### src/rtl/qdt_pkg.sv
package qdt_pkg;
    parameter int NCH       = 4;
    parameter int REG_W     = 32;
    parameter int NARROW_W  = 24;
    parameter int NARROW_CH = 2;
    parameter int ADDR_W    = 8;

    localparam logic [ADDR_W-1:0] ADDR_CTRL = 8'h00;
    localparam logic [ADDR_W-1:0] ADDR_IRQ  = 8'h04;
    localparam logic [ADDR_W-1:0] ADDR_REL  = 8'h10;
    localparam logic [ADDR_W-1:0] ADDR_CNT  = 8'h20;
    localparam int PEND_LSB = 4;
    localparam int SRC_LSB  = 8;

    typedef struct packed {
        logic [NCH-1:0] en;
        logic [NCH-1:0] mode;
        logic [NCH-1:0] src;
        logic [NCH-1:0] ie;
        logic [NCH-1:0] pend;
    } regs_t;
endpackage

### src/rtl/qdt_chan.sv
module qdt_chan #(
    parameter int W = 24
) (
    input  logic         clk_i,
    input  logic         rst_ni,
    input  logic         en_i,
    input  logic         mode_i,
    input  logic         step_i,
    input  logic         rel_we_i,
    input  logic         cnt_we_i,
    input  logic [W-1:0] wdata_i,
    output logic [W-1:0] cnt_o,
    output logic [W-1:0] rel_o,
    output logic         expire_o
);
    typedef struct packed {
        logic [W-1:0] cnt;
        logic [W-1:0] rel;
    } chan_t;

    chan_t d, q;

    always_comb begin
        d        = q;
        expire_o = 1'b0;
        if (en_i && step_i) begin
            if (q.cnt == W'(1)) begin
                expire_o = 1'b1;
                d.cnt    = mode_i ? q.rel : '0;
            end else if (q.cnt == '0) begin
                if (mode_i) d.cnt = q.rel;
            end else begin
                d.cnt = q.cnt - W'(1);
            end
        end
        if (cnt_we_i && !en_i) d.cnt = wdata_i;
        if (rel_we_i)          d.rel = wdata_i;
    end

    always_ff @(posedge clk_i) begin
        if (!rst_ni) q <= '0;
        else         q <= d;
    end

    assign cnt_o = q.cnt;
    assign rel_o = q.rel;


    hold_chk: assert property (@(posedge clk_i) disable iff (!rst_ni)
        (!en_i && !cnt_we_i) |=> $stable(q.cnt));


    oneshot_stop_chk: assert property (@(posedge clk_i) disable iff (!rst_ni)
        (en_i && !mode_i && q.cnt == '0 && !cnt_we_i) |=> (q.cnt == '0));


    reload_chk: assert property (@(posedge clk_i) disable iff (!rst_ni)
        (en_i && mode_i && step_i && q.cnt == W'(1)) |=> (q.cnt == $past(q.rel)));
endmodule

### src/rtl/quad_dtimer.sv
module quad_dtimer
    import qdt_pkg::*;
(
    input  logic              clk_i,
    input  logic              rst_ni,
    input  logic [ADDR_W-1:0] addr_i,
    input  logic              wr_i,
    input  logic [REG_W-1:0]  wdata_i,
    output logic [REG_W-1:0]  rdata_o,
    input  logic              tick_i,
    output logic              irq_o
);
    regs_t d, q;

    logic [NCH-1:0]   expire;
    logic [NCH-1:0]   step;
    logic [NCH-1:0]   rel_we;
    logic [NCH-1:0]   cnt_we;
    logic [REG_W-1:0] cnt_x [NCH];
    logic [REG_W-1:0] rel_x [NCH];

    wire wr_ctrl = wr_i && (addr_i == ADDR_CTRL);
    wire wr_irq  = wr_i && (addr_i == ADDR_IRQ);

    for (genvar t = 0; t < NCH; t++) begin : g_ch
        localparam int W = (t < NARROW_CH) ? NARROW_W : REG_W;
        logic [W-1:0] cnt_w, rel_w;

        assign step[t]   = q.src[t] ? tick_i : 1'b1;
        assign rel_we[t] = wr_i && (addr_i == ADDR_REL + ADDR_W'(4 * t));
        assign cnt_we[t] = wr_i && (addr_i == ADDR_CNT + ADDR_W'(4 * t));

        qdt_chan #(.W(W)) u_chan (
            .clk_i    (clk_i),
            .rst_ni   (rst_ni),
            .en_i     (q.en[t]),
            .mode_i   (q.mode[t]),
            .step_i   (step[t]),
            .rel_we_i (rel_we[t]),
            .cnt_we_i (cnt_we[t]),
            .wdata_i  (wdata_i[W-1:0]),
            .cnt_o    (cnt_w),
            .rel_o    (rel_w),
            .expire_o (expire[t])
        );

        assign cnt_x[t] = REG_W'(cnt_w);
        assign rel_x[t] = REG_W'(rel_w);


        pend_set_chk: assert property (@(posedge clk_i) disable iff (!rst_ni)
            expire[t] |=> q.pend[t]);


        w1c_chk: assert property (@(posedge clk_i) disable iff (!rst_ni)
            (wr_irq && wdata_i[PEND_LSB + t] && !expire[t]) |=> !q.pend[t]);
    end

    always_comb begin
        d = q;
        if (wr_ctrl) begin
            for (int t = 0; t < NCH; t++) begin
                d.en[t]   = wdata_i[2 * t];
                d.mode[t] = wdata_i[2 * t + 1];
                d.src[t]  = wdata_i[SRC_LSB + t];
            end
        end
        if (wr_irq) begin
            d.ie   = wdata_i[NCH-1:0];
            d.pend = q.pend & ~wdata_i[PEND_LSB +: NCH];
        end
        d.pend = d.pend | expire;
    end

    always_ff @(posedge clk_i) begin
        if (!rst_ni) q <= '0;
        else         q <= d;
    end

    always_comb begin
        rdata_o = '0;
        if (addr_i == ADDR_CTRL) begin
            for (int t = 0; t < NCH; t++) begin
                rdata_o[2 * t]         = q.en[t];
                rdata_o[2 * t + 1]     = q.mode[t];
                rdata_o[SRC_LSB + t]   = q.src[t];
            end
        end else if (addr_i == ADDR_IRQ) begin
            rdata_o[NCH-1:0]          = q.ie;
            rdata_o[PEND_LSB +: NCH]  = q.pend;
        end
        for (int t = 0; t < NCH; t++) begin
            if (addr_i == ADDR_REL + ADDR_W'(4 * t)) rdata_o = rel_x[t];
            if (addr_i == ADDR_CNT + ADDR_W'(4 * t)) rdata_o = cnt_x[t];
        end
    end

    assign irq_o = |(q.pend & q.ie);


    irq_clear_chk: assert property (@(posedge clk_i) disable iff (!rst_ni)
        (wr_irq && (&wdata_i[PEND_LSB +: NCH]) && expire == '0) |=> !irq_o);
endmodule

### config.mk
export PLATFORM = sky130hd
export DESIGN_NAME = quad_dtimer
export DESIGN_NICKNAME = d
export VERILOG_FILES = /design/src/rtl/qdt_pkg.sv /design/src/rtl/qdt_chan.sv /design/src/rtl/quad_dtimer.sv
export SDC_FILE = /design/constraint.sdc
export NUM_CORES = 1
export LEC_CHECK = 0
export BUFFER_PORTS_ARGS = -buffer_cell sky130_fd_sc_hd__buf_2
export CELL_PAD_IN_SITES_DETAIL_PLACEMENT = 2
export CELL_PAD_IN_SITES_GLOBAL_PLACEMENT = 2
export CORE_UTILIZATION = 37
export DETAILED_ROUTE_END_ITERATION = 8
export PLACE_DENSITY_LB_ADDON = 0.1
export SYNTH_ARGS = -nofsm -noshare
export SYNTH_HDL_FRONTEND = slang
export SYNTH_SLANG_ARGS = --single-unit
### constraint.sdc
create_clock -name clk_i -period 3.25 [get_ports clk_i]
set_clock_uncertainty 0.05 [all_clocks]
set_input_delay 0.4875 -clock clk_i [delete_from_list [all_inputs] [get_ports clk_i]]
set_output_delay 0.4875 -clock clk_i [all_outputs]
set_load 0.005 [all_outputs]
==> results.toml <==
[pwr]
leakage_nw = 6.650
internal_power_mw = 5.500
p_per_area_nw_per_um2 = 419.5
ir_drop_v = 0.0003417
clkPwrFrac_pct = 51.8
p_sw_share_pct = 25.50
switchingPower_mw = 1.883
p_seq_share_pct = 40.7
comb_power_share_pct = 7.5

[die]
core_area_um2 = 39730
die-area_um2 = 41070
die_y_um = 202.7
initial_utilization_pct = 37.50
dieWidth_um = 202.7
num_io_pins = 77
rows = 73

[worst_hold_path]
holdCritPathClass = "primary input to flip-flop"

[detailed_routing]
via_per_inst = 6.624
ant_nets = 0
drt_iter0_markers = 1332
via_count = 17290
drt-total-wl_mm = 77.95
dr.pass1.iters = 7
drt-wirelength-per-cell_um = 29.86
drc = 0

[run]
cap_viol_max_count = 0

[timing]
tightest_slew_ns = 1.183
slew_violations = 0
setup_viol = 0
rsz0062_at_grt = "no"
hold_viol = 0
slew-limit-headroom_pct = 21.17
fmaxAchievable_mhz = 310.4
fin_tns_setup_ns = 0
fin_crit_ns = 3.222
period_share_pct = 99.12

[synthesis]
syn_inst = 1987
synth_ff_type = "dfxtp_1"
yosys.area.top_type_share_pct = 32.79
yosysMostFrequentCell = "nand2_1"
syn_nets = 2041
ys.warnings.count = 0
async_reset_ff_share_pct = 0
synth_area_per_cell_um2 = 7.498
yosysTopAreaCell = "dfxtp_1"
yosysSeqAreaShare_pct = 32.79
ys_ff_latch = 244
synth.distinct_cells = 73
synth_common_cells = "nand2_1, dfxtp_1, a21oi_1"
syn-cell-area_um2 = 14900
synth_edf_count = 0
synthTopCellsByArea = "dfxtp_1, nand2_1, a21oi_1, o221ai_1, a22oi_1"

[final_layout]
syn2layout_area_growth_pct = 18.12
fillers = 4580
layout.cells.non_filler = 2610
num-nets-final = 2116
diodes = 0
drive_above_1_share_pct = 16.79
stdcell_area_um2 = 17600
finish.utilization_pct = 44.29

[grt]
grt_pass1_wl_mm = 117.1
grt_pass1_vias = 18270
grt_usage_pct = 37.41
antenna_found_initial = 1
grt_max_degree = 99
gr-total-overflow = 0

[clocking]
cts_tree = "done"
clk_latency_ns = 0.61
cts-root-buf = "clkbuf_16"
htreeDepth = 1
clk_pin_slew_worst_paths_ns = 0.06
ctsHoldBuffers = 0
cts_buffer_depth = 3
clkSinkCount = 244
cts_made_buffers = 30

[placed_design]
dpl-instance-area_um2 = 16450
dp_hpwl_mm = 57.13
dp.cells = 2552
place.gp.congestion = 0.9693
io_buffers = 76

[setup_path]
worst-path-max-fanout = 13
cp-end-kind = "primary output"
cp_data_arrival_time_ns = 2.68
crit_required_ns = 2.71
crit_path_start_kind = "primary input"
crit_type = "primary input to primary output"

[outcome]
outcome = "finished, final reports clean"
## repair_timing
item | 4_1_cts | 5_1_grt
gates resized for setup | 1 | 5
endpoints found under the setup margin | 1 | 7
cloned | 0 | 0
pin swaps | 0 | 1
buffers inserted | 0 | 3
## registers in the layout (all words and copies together), names as in the netlist
name and count:
g_ch.u_chan.cnt_o 112, g_ch.u_chan.rel_o 112, q 20
## cell usage in the layout, fill, tap and decap left out, drive strengths merged, types with 10 or more instances in the layout
master | synthesis | final
a211oi | 22 | 22
a21oi | 228 | 228
a221oi | 41 | 41
a222oi | 19 | 19
a22oi | 80 | 80
and3 | 11 | 11
buf | 31 | 237
clkbuf | 163 | 43
dfxtp | 244 | 244
ha | 10 | 10
inv | 26 | 27
mux2i | 23 | 23
nand2 | 307 | 307
nand3 | 42 | 42
nand4 | 22 | 22
nor2 | 154 | 154
nor3 | 75 | 75
nor4 | 49 | 49
nor4b | 10 | 10
o21ai | 86 | 86
o221ai | 72 | 72
o22ai | 28 | 28
o31ai | 12 | 12
or3 | 16 | 16
or4 | 18 | 18
xnor2 | 24 | 24
xor2 | 43 | 43
## metal layers
metal | up-vias | GRT usage [%] | routed length (µm)
li1 | 7559 | - | -
met1 | 8818 | 45.89 | 31760
met2 | 705 | 64.62 | 37800
met3 | 206 | 4.831 | 4423
met4 | 0 | 17.75 | 3960
met5 | - | 0 | 0
## path summary, 6_finish.rpt
path	startpoint	to	slack, ns	depth (start not counted)
max	addr_i[1]	rdata_o[3]	0.03	11
min	wdata_i[30]	g_ch[3].u_chan.rel_o[30]	0.16	3
max reg2reg	g_ch[3].u_chan.cnt_o[0]	g_ch[3].u_chan.cnt_o[3]	0.29	8
min reg2reg	g_ch[2].u_chan.rel_o[8]	g_ch[2].u_chan.rel_o[8]	0.43	2
## power groups by stage
stage | Sequential (mW) | Clock, mW | Combinational [mW]
2_1_floorplan | 3.07 | 0 | 0.289
4_1_cts | 3.00 | 3.87 | 0.539
3_5_place_dp | 3.07 | 0 | 0.534
6_report | 3.00 | 3.83 | 0.554
5_1_grt | 3.00 | 3.98 | 0.577
3_3_place_gp | 3.07 | 0 | 0.521
## final cells by class
cell class                 count  area [µm²]  share of cell area, %
clock buffer                  43       880.8                  5.005
sequential                   244        4885                  27.76
clock inverter                12       219.0                  1.244
multi-input combinational   1522        9161                  52.06
inverter                      27       103.9                 0.5901
timing repair buffer         237        1692                  9.613
tap                          525       656.9                  3.733
## logic make-up after synthesis
| group | share of synthesized area (%) |
|---|---|
| adders and majority gates | 0.8398 |
| xor gates and xnor gates | 3.939 |
| buffers and inverters | 6.106 |
| muxes | 2.150 |
| AOI/OAI and AO/OA | 30.05 |
| and+or+nand+nor | 24.13 |
| DFF | 32.79 |
## per-stage QoR
step                      setup WS (ns)  hold WS, ns  total power, mW
after floorplan                  0.2359       0.3944            3.355
final                           0.02849       0.1579            7.383
after global routing          0.0003462       0.1483            7.560
after detailed placement      -0.004611       0.4224            3.604
after CTS                       0.02077       0.1398            7.410
after global placement          0.09747       0.4161            3.591
## critical path, cell delays in order
cell,delay (ns)
buf_2,0.11
or4b_2,0.73
buf_4,0.23
nor2_1,0.10
buf_4,0.15
a22oi_1,0.11
nand4_1,0.12
a31oi_1,0.08
nor3_1,0.27
buf_4,0.18
buf_2,0.11
Note: power is estimated with default switching activity, not from simulation.
